File: src/rtl/exc_ret_pkg.sv
package exc_ret_pkg;

   localparam int unsigned CAUSE_INTR  = 0;
   localparam int unsigned CAUSE_FAULT = 1;
   localparam int unsigned CAUSE_CALL  = 2;
   localparam int unsigned CAUSE_ARITH = 3;
   localparam int unsigned CAUSE_MCHK  = 4;

   localparam int unsigned MIN_ADDR_W  = 8;
   localparam int unsigned MIN_CAUSE_W = 3;

   typedef enum logic [1:0] {
      SRC_HOLD = 2'd0,
      SRC_HW   = 2'd1,
      SRC_SW   = 2'd2
   } wr_src_e;

endpackage

File: src/rtl/exc_ret_capture.sv
module exc_ret_capture #(
   parameter int unsigned ADDR_W  = 64,
   parameter int unsigned CAUSE_W = 3
) (
   input  logic               clk,
   input  logic               rst_n,
   input  logic               exc_valid,
   input  logic [CAUSE_W-1:0] exc_cause,
   input  logic [ADDR_W-1:0]  exc_fault_pc,
   input  logic [ADDR_W-1:0]  exc_next_pc,
   input  logic               exc_from_priv,
   input  logic               exc_pc_exact,
   input  logic               sw_wr_en,
   input  logic [ADDR_W-1:0]  sw_wr_data,
   output logic [ADDR_W-1:0]  addr_q,
   output logic               trap_q
);
   import exc_ret_pkg::*;

   localparam int unsigned PC_HI = ADDR_W - 1;

   logic                is_call;
   logic                is_trap;
   logic [ADDR_W-1:0]   sel_pc;
   logic [ADDR_W-1:0]   hw_val;
   wr_src_e             src;
   logic [1:0]          unused_sel_lo;

   always_comb begin
      is_call = (exc_cause == CAUSE_W'(CAUSE_CALL));
      is_trap = (exc_cause == CAUSE_W'(CAUSE_ARITH)) ||
                (exc_cause == CAUSE_W'(CAUSE_MCHK));
      sel_pc  = is_call ? exc_next_pc : exc_fault_pc;
      hw_val  = {sel_pc[PC_HI:2], is_trap & exc_pc_exact, exc_from_priv};
      if (exc_valid)     src = SRC_HW;
      else if (sw_wr_en) src = SRC_SW;
      else               src = SRC_HOLD;
   end

   assign unused_sel_lo = sel_pc[1:0];

   always_ff @(posedge clk or negedge rst_n) begin
      if (!rst_n) begin
         addr_q <= '0;
         trap_q <= 1'b0;
      end else begin
         case (src)
            SRC_HW: begin
               addr_q <= hw_val;
               trap_q <= is_trap;
            end
            SRC_SW: begin
               addr_q <= sw_wr_data;
               trap_q <= 1'b0;
            end
            default: begin
               addr_q <= addr_q;
               trap_q <= trap_q;
            end
         endcase
      end
   end

   a_r2_fault_pc_saved: assert property (@(posedge clk) disable iff (!rst_n)
      exc_valid && (exc_cause != CAUSE_W'(CAUSE_CALL)) |=>
         addr_q[PC_HI:2] == $past(exc_fault_pc[PC_HI:2]) &&
         addr_q[0] == $past(exc_from_priv));

   a_r3_call_next_pc: assert property (@(posedge clk) disable iff (!rst_n)
      exc_valid && (exc_cause == CAUSE_W'(CAUSE_CALL)) |=>
         addr_q[PC_HI:2] == $past(exc_next_pc[PC_HI:2]));

   a_r4_sw_store: assert property (@(posedge clk) disable iff (!rst_n)
      sw_wr_en && !exc_valid |=> addr_q == $past(sw_wr_data) && !trap_q);

   a_r5_hw_wins: assert property (@(posedge clk) disable iff (!rst_n)
      exc_valid && sw_wr_en |=> trap_q == $past(is_trap) &&
         addr_q[0] == $past(exc_from_priv));

   a_r8_bit1_clear: assert property (@(posedge clk) disable iff (!rst_n)
      exc_valid && !is_trap |=> !addr_q[1]);

   a_r4_hold: assert property (@(posedge clk) disable iff (!rst_n)
      !exc_valid && !sw_wr_en |=> $stable(addr_q) && $stable(trap_q));

endmodule

File: src/rtl/exc_ret_target.sv
module exc_ret_target #(
   parameter int unsigned ADDR_W     = 64,
   parameter bit          CORRECT_EN = 1'b1
) (
   input  logic              clk,
   input  logic              rst_n,
   input  logic [ADDR_W-1:0] addr_q,
   input  logic              trap_q,
   output logic [ADDR_W-1:0] ret_pc,
   output logic              ret_mode
);
   localparam logic [ADDR_W-1:0] STEP = ADDR_W'(4);

   logic [ADDR_W-1:0] aligned;

   assign aligned  = {addr_q[ADDR_W-1:2], 2'b00};
   assign ret_mode = addr_q[0];

   generate
      if (CORRECT_EN) begin : g_correct
         logic need_fix;
         assign need_fix = trap_q & ~addr_q[1];
         assign ret_pc   = need_fix ? (aligned - STEP) : aligned;
      end else begin : g_plain
         logic unused_trap;
         assign unused_trap = trap_q;
         assign ret_pc      = aligned;
      end
   endgenerate

   a_r8_no_adjust: assert property (@(posedge clk) disable iff (!rst_n)
      !trap_q |-> ret_pc == {addr_q[ADDR_W-1:2], 2'b00});

   a_r7_exact_no_adjust: assert property (@(posedge clk) disable iff (!rst_n)
      trap_q && addr_q[1] |-> ret_pc[ADDR_W-1:2] == addr_q[ADDR_W-1:2]);

   a_r6_aligned: assert property (@(posedge clk) disable iff (!rst_n)
      ret_pc[1:0] == 2'b00);

endmodule

File: src/rtl/exc_ret_mode.sv
module exc_ret_mode (
   input  logic clk,
   input  logic rst_n,
   input  logic exc_valid,
   input  logic rei,
   input  logic saved_mode,
   output logic priv_mode,
   output logic xlate_en
);
   logic priv_q;

   always_ff @(posedge clk or negedge rst_n) begin
      if (!rst_n)         priv_q <= 1'b1;
      else if (exc_valid) priv_q <= 1'b1;
      else if (rei)       priv_q <= saved_mode;
      else                priv_q <= priv_q;
   end

   assign priv_mode = priv_q;
   assign xlate_en  = ~priv_q;

   a_r11_exc_priv: assert property (@(posedge clk) disable iff (!rst_n)
      exc_valid |=> priv_mode && !xlate_en);

   a_r9_rei_native: assert property (@(posedge clk) disable iff (!rst_n)
      rei && !exc_valid && !saved_mode |=> !priv_mode && xlate_en);

   a_r10_rei_stays_priv: assert property (@(posedge clk) disable iff (!rst_n)
      rei && saved_mode |=> priv_mode && !xlate_en);

   a_r11_idle_hold: assert property (@(posedge clk) disable iff (!rst_n)
      !rei && !exc_valid |=> $stable(priv_mode));

endmodule

File: src/rtl/exc_ret_addr.sv
module exc_ret_addr #(
   parameter int unsigned ADDR_W     = 64,
   parameter int unsigned CAUSE_W    = 3,
   parameter bit          CORRECT_EN = 1'b1
) (
   input  logic               clk,
   input  logic               rst_n,
   input  logic               exc_valid,
   input  logic [CAUSE_W-1:0] exc_cause,
   input  logic [ADDR_W-1:0]  exc_fault_pc,
   input  logic [ADDR_W-1:0]  exc_next_pc,
   input  logic               exc_from_priv,
   input  logic               exc_pc_exact,
   input  logic               sw_wr_en,
   input  logic [ADDR_W-1:0]  sw_wr_data,
   input  logic               rei,
   output logic [ADDR_W-1:0]  sw_rd_data,
   output logic [ADDR_W-1:0]  ret_pc,
   output logic               ret_mode,
   output logic               priv_mode,
   output logic               xlate_en
);
   import exc_ret_pkg::*;

   generate
      if (ADDR_W < MIN_ADDR_W) begin : g_bad_addr_w
         $error("exc_ret_addr: ADDR_W must be at least %0d", MIN_ADDR_W);
      end
      if (CAUSE_W < MIN_CAUSE_W) begin : g_bad_cause_w
         $error("exc_ret_addr: CAUSE_W must be at least %0d", MIN_CAUSE_W);
      end
   endgenerate

   logic [ADDR_W-1:0] addr_q;
   logic              trap_q;

   exc_ret_capture #(
      .ADDR_W  (ADDR_W),
      .CAUSE_W (CAUSE_W)
   ) i_capture (
      .clk           (clk),
      .rst_n         (rst_n),
      .exc_valid     (exc_valid),
      .exc_cause     (exc_cause),
      .exc_fault_pc  (exc_fault_pc),
      .exc_next_pc   (exc_next_pc),
      .exc_from_priv (exc_from_priv),
      .exc_pc_exact  (exc_pc_exact),
      .sw_wr_en      (sw_wr_en),
      .sw_wr_data    (sw_wr_data),
      .addr_q        (addr_q),
      .trap_q        (trap_q)
   );

   exc_ret_target #(
      .ADDR_W     (ADDR_W),
      .CORRECT_EN (CORRECT_EN)
   ) i_target (
      .clk      (clk),
      .rst_n    (rst_n),
      .addr_q   (addr_q),
      .trap_q   (trap_q),
      .ret_pc   (ret_pc),
      .ret_mode (ret_mode)
   );

   exc_ret_mode i_mode (
      .clk        (clk),
      .rst_n      (rst_n),
      .exc_valid  (exc_valid),
      .rei        (rei),
      .saved_mode (addr_q[0]),
      .priv_mode  (priv_mode),
      .xlate_en   (xlate_en)
   );

   assign sw_rd_data = addr_q;

   a_r6_mode_matches_read: assert property (@(posedge clk) disable iff (!rst_n)
      ret_mode == sw_rd_data[0]);

endmodule

File: config.mk
export PLATFORM = sky130hd
export DESIGN_NAME = exc_ret_addr
export DESIGN_NICKNAME = d
export VERILOG_FILES = /design/src/rtl/exc_ret_pkg.sv /design/src/rtl/exc_ret_capture.sv /design/src/rtl/exc_ret_target.sv /design/src/rtl/exc_ret_mode.sv /design/src/rtl/exc_ret_addr.sv
export SDC_FILE = /design/constraint.sdc
export NUM_CORES = 1
export LEC_CHECK = 0
export ABC_AREA = 1
export BUFFER_PORTS_ARGS = -buffer_cell sky130_fd_sc_hd__clkbuf_2
export CAP_MARGIN = 30
export CELL_PAD_IN_SITES_DETAIL_PLACEMENT = 1
export CELL_PAD_IN_SITES_GLOBAL_PLACEMENT = 1
export CORE_ASPECT_RATIO = 1.5
export CORE_MARGIN = 2
export CORE_UTILIZATION = 26
export DETAILED_ROUTE_END_ITERATION = 10
export GPL_ROUTABILITY_DRIVEN = 0
export PLACE_DENSITY_LB_ADDON = 0.1
export SYNTH_ARGS = -nofsm -noshare
export SYNTH_HDL_FRONTEND = slang
export SYNTH_SLANG_ARGS = --single-unit
File: constraint.sdc
create_clock -name clk -period 1.8 [get_ports clk]
set_input_delay 0.27 -clock clk [delete_from_list [all_inputs] [get_ports clk]]
set_output_delay 0.27 -clock clk [all_outputs]
set_load 0.1 [all_outputs]
==> impl_metrics.json, run 1 <==
{
  "status": "finished, violations left",
  "violations": "setup timing",
  "p_sw_mw": 5.00,
  "synthArstFlopShare_pct": 100,
  "synth_ff_type": "dfrtp_1",
  "clock_skew_ps": 0.0173,
  "synth-warning-count": 0,
  "final_common_cell": "clkbuf_2",
  "dr_wl_met3_um": 1860,
  "clk_path_buf_depth": 2,
  "synth_area_mm2": 0.00550,
  "track_usage_pct": 31.6,
  "cp_max_fo": 5,
  "timing.final.crit_share_pct": 151,
  "synth.ff_latch_count": 66,
  "setup_viol": 62,
  "end_kind": "primary output",
  "core_mm2": 0.0209,
  "synthToLayoutAreaGrowth_pct": 129,
  "slew_violations": 0,
  "first_iter_violations": 385,
  "critPathKind": "reg2out",
  "die_x_um": 123,
  "p_leak_nw": 5.80,
  "grt-ovfl-total": 0,
  "nets": 1612,
  "initial_utilization_pct": 26.3,
  "cts_root_buf": "clkbuf_16",
  "dp_hpwl_um": 27400,
  "io_buffer_count": 326,
  "ys_types": 30,
  "cellPowerDensity_mw_per_mm2": 761,
  "grt_pass1_vias": 9255,
  "required_ps": 1530,
  "cts_max_level": 3,
  "rsz0062_at_grt": "true",
  "stdcell_area_mm2": 0.0126,
  "combPwrFrac_pct": 60.0,
  "totalWireLength_um": 37500,
  "cts_buffers": 9,
  "peakVddDrop_mv": 0.531,
  "min_period_ps": 2710,
  "arrival_ps": 2440,
  "synth-edff-count": 0,
  "avgSynthCellArea_um2": 6.23,
  "routedWlPerCell_um": 22.3,
  "seqCellArea_mm2": 0.00182,
  "p_sw_share_pct": 52.2,
  "num_io_pins": 333,
  "cts.reportedPaths.clkPinSlew_ps": 60,
  "synthCells": 882,
  "final_cell_mix": "clkbuf_2, nand2_1, buf_4",
  "fin_ws_ps": -911,
  "routedLengthMet1_um": 12000,
  "tightest_slew_ps": 577,
  "grt_pass1_wl_um": 52500,
  "hold_path.class": "in2reg",
  "cap_violations": 0,
  "fmax_mhz": 369,
  "viasPerCell": 5.01,
  "cp_cell_sequence": "nor2_2 -> nand2_2 -> buf_4 -> inv_1 -> nand3_1 -> nor2_4 -> buf_6 -> xor2_4 -> buf_12",
  "finalHoldViolCount": 0,
  "antenna_found_initial": 1,
  "cp_slowest_cell": "dfrtp_4",
  "rows": 65,
  "dieArea_mm2": 0.0223,
  "ant_nets": 0,
  "highest_layer": "met4",
  "maxSlewHeadroom_pct": 61.7,
  "drc": 0,
  "dr.pass1.iters": 4,
  "route.met2.wl_um": 21400,
  "clk_latency_ps": 360,
  "path_buf_inv": 4,
  "multi_input_area_mm2": 0.00506,
  "clock-sinks": 66,
  "power_mw": 9.57,
  "nFillCells": 2540,
  "clkPwrFrac_pct": 19.6,
  "p_int_mw": 4.57,
  "yosysSeqAreaShare_pct": 30.1,
  "grt_max_degree": 46,
  "vias": 8435,
  "place_area_mm2": 0.0110,
  "critical-path-top-delay-family": "simple AND/OR/NAND/NOR gates",
  "die_y_um": 182,
  "critPathLaunchType": "flip-flop",
  "seqPwrFrac_pct": 20.4,
  "critPathMaxStageDelay_ps": 500,
  "cts_tree": "yes",
  "drive_above_1_share_pct": 61.5
}
## timing repair
action | 4_1_cts | 5_1_grt
endpoints found under the hold margin | 22 | 0
endpoints found under the setup margin | 62 | 64
buffers inserted | 27 | 23
pin swaps | 56 | 69
hold buffers | 1 | 0
resized for setup | 131 | 105
## routing by layer
layer  GRT usage [%]  vias up
met5               0        -
met4            14.0        0
met3            5.50      110
met2            62.2      338
met1            30.9     4125
li1                -     3862
## registers in the layout (all words and copies together), names as in the netlist
register	flops
i_mode.priv_mode	1
i_capture.addr_q	64
i_capture.trap_q	1
## synthesized netlist by cell type, types with 7 or more instances
library cell,instances,area share (%)
clkbuf_1,18,1.2
xor2_1,38,6.1
o21ai_0,60,5.5
o22ai_1,7,0.80
buf_2,10,0.91
inv_1,110,7.5
nand3_1,35,3.2
a21oi_1,19,1.7
dfrtp_1,65,30
nor2_1,161,11
o221ai_1,38,6.1
nand4_1,10,1.1
nand2_1,256,17
nor2_4,7,1.4
o211ai_1,16,2.2
## final timing paths
kind / startpoint / end / slack [ps] / cells past startpoint
worst max-delay path: i_capture.addr_q[17]$_DFFE_PN0P_ / ret_pc[30] / -910 / 9
max in group asynchronous: rst_n / i_mode.priv_mode$_DFFE_PN1P_ / 820 / 3
worst max register to register: i_capture.addr_q[5]$_DFFE_PN0P_ / i_capture.addr_q[5]$_DFFE_PN0P_ / 600 / 4
min in group asynchronous: rst_n / i_capture.addr_q[56]$_DFFE_PN0P_ / 370 / 2
worst min-delay path: rei / i_mode.priv_mode$_DFFE_PN1P_ / 90 / 2
worst min register to register: i_mode.priv_mode$_DFFE_PN1P_ / i_mode.priv_mode$_DFFE_PN1P_ / 500 / 2
## stage by stage
| stage | cells | util, % | TNS (ps) | worst slack (ps) | hold slack [ps] |
|---|---|---|---|---|---|
| global route | 1683 | 60.2 | -46540 | -940 | 90.2 |
| detailed placement | 1628 | 52.8 | -16860 | -461 | 212 |
| CTS | 1668 | 57.7 | -36350 | -751 | 86.7 |
| finish | 1683 | 60.2 | -44000 | -911 | 88.2 |
| floorplan | 883 | - | -30030 | -712 | -25.6 |
| global placement | 1628 | 52.8 | -14190 | -412 | 217 |
## power by group through the flow
stage | registers [mW] | logic (mW) | clock network (mW)
6_report | 1.95 | 5.74 | 1.88
5_1_grt | 1.97 | 5.94 | 1.94
2_1_floorplan | 3.12 | 2.18 | 0
3_3_place_gp | 1.94 | 5.34 | 0
3_5_place_dp | 1.94 | 5.39 | 0
4_1_cts | 1.93 | 5.57 | 1.89
## logic make-up after synthesis
logic type	Yosys count	synth area share (%)
AND/OR/NAND/NOR	489	36.8
buffers and inverters	146	10.4
XOR/XNOR	39	6.21
adder cells (fa/ha/maj)	1	0.228
other	1	0.0682
flip-flops	66	30.1
AO/OA/AOI/OAI	140	16.2
## area by class of cell
cell class                 count  share of cell area [%]
timing repair buffer         549                    36.4
multi-input combinational    671                    40.2
tap                          268                    2.67
clock inverter                 7                   0.557
inverter                     112                    3.88
antenna                        1                  0.0199
sequential                    66                    14.5
clock buffer                   9                    1.79
Power figures use the tool's default switching activity.
==> run 2, diff against run 1 <==
--- a/config.mk
+++ b/config.mk
@@ -5,14 +5,12 @@
 export SDC_FILE = /design/constraint.sdc
 export NUM_CORES = 1
 export LEC_CHECK = 0
-export ABC_AREA = 1
+export ABC_AREA = 0
 export BUFFER_PORTS_ARGS = -buffer_cell sky130_fd_sc_hd__clkbuf_2
-export CAP_MARGIN = 30
 export CELL_PAD_IN_SITES_DETAIL_PLACEMENT = 1
 export CELL_PAD_IN_SITES_GLOBAL_PLACEMENT = 1
 export CORE_ASPECT_RATIO = 1.5
-export CORE_MARGIN = 2
-export CORE_UTILIZATION = 26
+export CORE_UTILIZATION = 27
 export DETAILED_ROUTE_END_ITERATION = 10
 export GPL_ROUTABILITY_DRIVEN = 0
 export PLACE_DENSITY_LB_ADDON = 0.1
==> impl_metrics.json, run 2 <==
{
  "rsz0062_at_grt": "true",
  "place_ws_ps": -1130,
  "p_sw_mw": 4.29,
  "dp.cells": 1234,
  "synth.most_common_cell": "dfrtp_1",
  "cp_common_cell": "buf_12",
  "yosysSeqAreaShare_pct": 32.7,
  "largest_register_ffs": 64,
  "hold_depth": 2,
  "violations": "setup timing",
  "critPathLaunchType": "flip-flop",
  "crit-reg2reg-launch": "i_capture.addr_q[6]$_DFFE_PN0P_",
  "finalHoldViolCount": 0,
  "arrival_ps": 2920,
  "synth_top_cell_by_area": "dfrtp_1",
  "yosys.area.top_type_share_pct": 32.2,
  "grt_max_degree": 49,
  "clk_path_buf_depth": 2,
  "grt-ovfl-total": 0,
  "cp_slowest_cell": "or4b_4",
  "slew_violations": 0,
  "final_cell_mix": "clkbuf_2, buf_4, buf_12",
  "top_register": "i_capture.addr_q",
  "die_x_um": 114,
  "layoutNonFillerInstCount": 1287,
  "synthTopCellsByArea": "dfrtp_1, mux2i_1, a211oi_1, nor2b_1, xnor2_1",
  "clk_latency_ps": 330,
  "synth-edff-count": 0,
  "dp_hpwl_um": 20000,
  "dr.pass1.iters": 4,
  "status": "finished, violations left",
  "synth_area_mm2": 0.00505,
  "grt_pass1_vias": 7237,
  "end_kind": "primary output",
  "vias": 6446,
  "num_io_pins": 333,
  "cts.reportedPaths.clkPinSlew_ps": 60,
  "synth-warning-count": 0,
  "cts_tree": "yes",
  "peakVddDrop_mv": 0.511,
  "critPathKind": "reg2out",
  "die_y_um": 170,
  "clkPwrFrac_pct": 23.9,
  "p_sw_share_pct": 47.8,
  "cap_violations": 0,
  "nets": 1236,
  "cp_max_fo": 5,
  "cp_cell_sequence": "or3_4 -> or4b_4 -> nor4_4 -> buf_4 -> buf_12 -> nand4b_1 -> xnor2_4 -> buf_12",
  "io_buffer_count": 326,
  "clock_skew_ps": 4.35,
  "nFillCells": 1952,
  "totalWireLength_um": 26100,
  "combPwrFrac_pct": 56.2,
  "min_period_ps": 3190,
  "viasPerCell": 5.01,
  "cts_max_level": 3,
  "drive_above_1_share_pct": 67.3,
  "synthArstFlopShare_pct": 100,
  "timing.rr.end": "i_capture.addr_q[6]$_DFFE_PN0P_",
  "whs_endpoint": "i_mode.priv_mode$_DFFE_PN1P_",
  "clock-sinks": 66,
  "avgSynthCellArea_um2": 8.88,
  "first_iter_violations": 200,
  "hold_start": "rei",
  "r2r_cells": 5,
  "p_leak_nw": 5.13,
  "p_int_mw": 4.69,
  "hold_path.class": "in2reg",
  "rows": 60,
  "maxSlewHeadroom_pct": 60.0,
  "grt_pass1_wl_um": 39000,
  "initial_utilization_pct": 27.8,
  "synth.ff_latch_count": 66,
  "ys_top_cells_by_count": "dfrtp_1, mux2i_1, a21oi_1, nor2b_1, a211oi_1",
  "fin_ws_ps": -1390,
  "tightest_slew_ps": 603,
  "setup_viol": 60,
  "fmax_mhz": 314,
  "seqPwrFrac_pct": 19.9,
  "antenna_found_initial": 1,
  "drc": 0,
  "track_usage_pct": 26.4,
  "rrSetupSlack_ps": 430,
  "routedWlPerCell_um": 20.3,
  "final_common_cell": "clkbuf_2",
  "core_mm2": 0.0182,
  "cts_root_buf": "clkbuf_16",
  "critPathMaxStageDelay_ps": 550,
  "synth_ff_type": "dfrtp_1",
  "synthCells": 569,
  "ant_nets": 0,
  "ys_types": 44,
  "dieArea_mm2": 0.0193,
  "required_ps": 1530,
  "synthToLayoutAreaGrowth_pct": 129,
  "timing.final.crit_share_pct": 177,
  "cts_buffers": 9,
  "cellPowerDensity_mw_per_mm2": 774
}
-- run 2: cell types whose count changed after synthesis, sizes merged, moves of 60 or more --
cell    before  now
nand2      257   23
nor2       174   19
inv        112    4
mux2i        0   64
nor2b        0   62
a211oi       0   60
-- run 2: worst max-delay path by stage --
stage	endpoint	cells after the start	from	slack, ps
2_1_floorplan	ret_pc[58]	9	i_capture.addr_q[2]$_DFFE_PN0P_	-1440
3_3_place_gp	ret_pc[62]	7	i_capture.addr_q[6]$_DFFE_PN0P_	-1080
3_5_place_dp	ret_pc[54]	7	i_capture.addr_q[6]$_DFFE_PN0P_	-1130
4_1_cts	ret_pc[54]	7	i_capture.addr_q[6]$_DFFE_PN0P_	-1350
5_1_grt	ret_pc[58]	10	i_capture.addr_q[3]$_DFFE_PN0P_	-1520
6_report	ret_pc[62]	8	i_capture.addr_q[6]$_DFFE_PN0P_	-1390
-- run 2: logic make-up (layout without fill, tap and decap cells) --
| logic type | count (synthesis) | after routing | share of synthesized area, % |
|---|---|---|---|
| AO/OA/AOI/OAI | 132 | 132 | 16.3 |
| XOR/XNOR | 60 | 60 | 10.4 |
| adder cells (fa/ha/maj) | 1 | 1 | 0.247 |
| buffers and inverters | 49 | 517 | 4.16 |
| flip-flops | 66 | 66 | 32.7 |
| multiplexers | 64 | 64 | 12.7 |
| other | 1 | 3 | 0.0742 |
| AND/OR/NAND/NOR | 196 | 196 | 23.4 |
-- run 2: final cells by class --
cell class / count / area (um^2) / area share (%)
Tap cell: 248 / 310 / 2.68
Inverter: 4 / 20.0 / 0.173
Clock buffer: 10 / 239 / 2.06
Timing Repair Buffer: 497 / 4180 / 36.1
Antenna cell: 1 / 2.50 / 0.0216
Sequential cell: 66 / 1740 / 15.0
Clock inverter: 6 / 113 / 0.971
Multi-Input combinational cell: 455 / 4990 / 43.0
-- run 2: critical path: cells and delay by family, from the launching register on --
kind / cells / cell delay, ps
flip-flops: 1 / 470
buffers and inverters: 3 / 490
AND/OR/NAND/NOR: 4 / 1370
XOR/XNOR: 1 / 240
-- run 2: power groups by stage --
stage	logic (mW)	clock network, mW	registers (mW)
floorplan	1.90	0	3.10
global placement	4.82	0	1.79
detailed placement	4.89	0	1.81
CTS	4.99	2.16	1.78
global route	5.21	2.23	1.81
finish	5.05	2.14	1.79
-- run 2: per-stage QoR --
step	hold WS [ps]	TNS (ps)	power (mW)	util (%)	area, um^2
final	130	-65270	8.98	63.8	11600
after global routing	137	-70450	9.24	63.8	11600
after CTS	122	-65360	8.94	61.7	11200
after detailed placement	251	-50480	6.70	56.8	10300
after global placement	243	-48670	6.61	56.8	10300
after floorplan	-25.6	-68390	5.01	-	6500
-- run 2: routing by layer --
metal,routed length (um),up-vias,share of wire (%),global-route usage (%)
met1,8950,3172,34,26.6
li1,-,2975,-,-
met5,0,-,0,0
met2,15000,246,57,52.7
met4,923,0,3.5,9.90
met3,1240,53,4.8,4.61
-- run 2: timing repair --
action	CTS	global route
hold endpoints to repair	32	0
resized for setup	86	51
cloned	0	1
setup endpoints to repair	61	62
buffers inserted	14	32
pin swaps	44	39
hold buffers	1	0
==> run 3, diff against run 2 <==
==> constraint.sdc (replaced) <==
create_clock -name clk -period 2.68 [get_ports clk]
set_input_delay 0.402 -clock clk [delete_from_list [all_inputs] [get_ports clk]]
set_output_delay 0.402 -clock clk [all_outputs]
set_load 0.1 [all_outputs]
==> impl_metrics.json, run 3 (synthesis gave the netlist of run 2 again) <==
{
  "timing.final.crit_share_pct": 123,
  "arrival_ps": 2900,
  "viasPerCell": 4.96,
  "fin_ws_ps": -623,
  "cap_violations": 0,
  "clock_skew_ps": 2.09,
  "crit-reg2reg-launch": "i_capture.addr_q[17]$_DFFE_PN0P_",
  "num_io_pins": 333,
  "track_usage_pct": 24.6,
  "fin_util_pct": 59.8,
  "drc": 0,
  "peakVddDrop_mv": 0.301,
  "rows": 60,
  "ant_nets": 0,
  "cp_max_fo": 5,
  "fmax_mhz": 303,
  "critPathKind": "reg2out",
  "clock-sinks": 66,
  "num_antenna_cells": 0,
  "cts.reportedPaths.clkPinSlew_ps": 60,
  "final_common_cell": "clkbuf_2",
  "final_cell_mix": "clkbuf_2, buf_4, mux2i_1",
  "end_kind": "primary output",
  "maxSlewHeadroom_pct": 38.7,
  "cts_tree": "yes",
  "stdcell_area_mm2": 0.0109,
  "critPathLaunchType": "flip-flop",
  "min_period_ps": 3300,
  "drive_above_1_share_pct": 64.4,
  "clk_path_buf_depth": 2,
  "routedWlPerCell_um": 19.0,
  "dr.pass1.iters": 4,
  "die_y_um": 170,
  "finalHoldViolCount": 0,
  "rrSetupSlack_ps": 1320,
  "initial_utilization_pct": 27.8,
  "largest_register_ffs": 64,
  "vias": 6184,
  "grt-ovfl-total": 0,
  "setup_viol": 51,
  "grt_max_degree": 67,
  "synthToLayoutAreaGrowth_pct": 115,
  "place_area_mm2": 0.00996,
  "dieArea_mm2": 0.0193,
  "totalWireLength_um": 23600,
  "core_mm2": 0.0182,
  "rsz0062_at_grt": "true",
  "nFillCells": 1998,
  "top_register": "i_capture.addr_q",
  "startpoint": "i_capture.addr_q[24]$_DFFE_PN0P_",
  "cellPowerDensity_mw_per_mm2": 525,
  "dp.cells": 1214,
  "slew_violations": 0,
  "r2r_cells": 5,
  "grt_pass1_vias": 6829,
  "antenna_found_initial": 1,
  "first_iter_violations": 173,
  "dp_hpwl_um": 19000,
  "violations": "setup timing",
  "p_leak_nw": 4.74,
  "layoutNonFillerInstCount": 1246,
  "timing.rr.end": "i_capture.addr_q[17]$_DFFE_PN0P_",
  "setup-tns-final_ps": -21130,
  "hold_path.class": "in2async",
  "cts_max_level": 3,
  "io_buffer_count": 326,
  "status": "finished, violations left",
  "cts_root_buf": "clkbuf_16",
  "required_ps": 2280,
  "nets": 1196,
  "clk_latency_ps": 340,
  "grt_pass1_wl_um": 36100,
  "tightest_slew_ps": 919,
  "die_x_um": 114,
  "cts_buffers": 9
}
-- run 3: per-layer routing --
| metal | share of wire, % | vias to the layer above | track usage [%] |
|---|---|---|---|
| met5 | 0.047 | - | 0 |
| met4 | 2.1 | 2 | 7.61 |
| met3 | 5.4 | 34 | 4.79 |
| met2 | 59 | 216 | 49.7 |
| met1 | 34 | 3020 | 24.4 |
| li1 | - | 2912 | - |
-- run 3: area by class of cell --
type / instances / area (um^2) / area share [%]
Multi-Input combinational cell: 455 / 4820 / 44.3
Timing Repair Buffer: 457 / 3660 / 33.7
Sequential cell: 66 / 1740 / 16.0
Tap cell: 248 / 310 / 2.85
Clock buffer: 11 / 243 / 2.23
Clock inverter: 5 / 77.6 / 0.714
Inverter: 4 / 17.5 / 0.161
-- run 3: critical path, stage by stage, from the launching register on --
cell and delay (ps):
dfrtp_4 470, or3_4 390, or4_4 470, nor4_4 380
buf_6 180, nand4_1 230, xnor2_4 240, buf_12 190
-- run 3: worst max-delay path by stage --
| stage | slack (ps) | end |
|---|---|---|
| 4_1_cts | -680 | ret_pc[46] |
| 2_1_floorplan | -700 | ret_pc[58] |
| 3_3_place_gp | -420 | ret_pc[46] |
| 5_1_grt | -760 | ret_pc[62] |
| 3_5_place_dp | -470 | ret_pc[62] |
| 6_report | -620 | ret_pc[50] |
-- run 3: metrics by stage --
step	hold slack, ps	worst slack, ps	total power, mW
CTS	221	-678	5.75
floorplan	106	-696	3.35
global placement	563	-416	4.34
detailed placement	552	-473	4.40
global route	259	-756	5.90
finish	178	-623	5.71
-- run 3: power by group --
group          switching [mW]  internal (mW)  leakage, nW  total (mW)
registers              0.0901           1.12        0.717        1.21
clock network           0.458          0.837        0.156        1.30
logic                    2.22          0.988         3.87        3.21
-- run 3: what timing repair did --
action,CTS,global route
gates resized for setup,68,27
buffers inserted,10,17
setup endpoints to repair,56,53
hold buffers,0,0
pin swaps,43,30
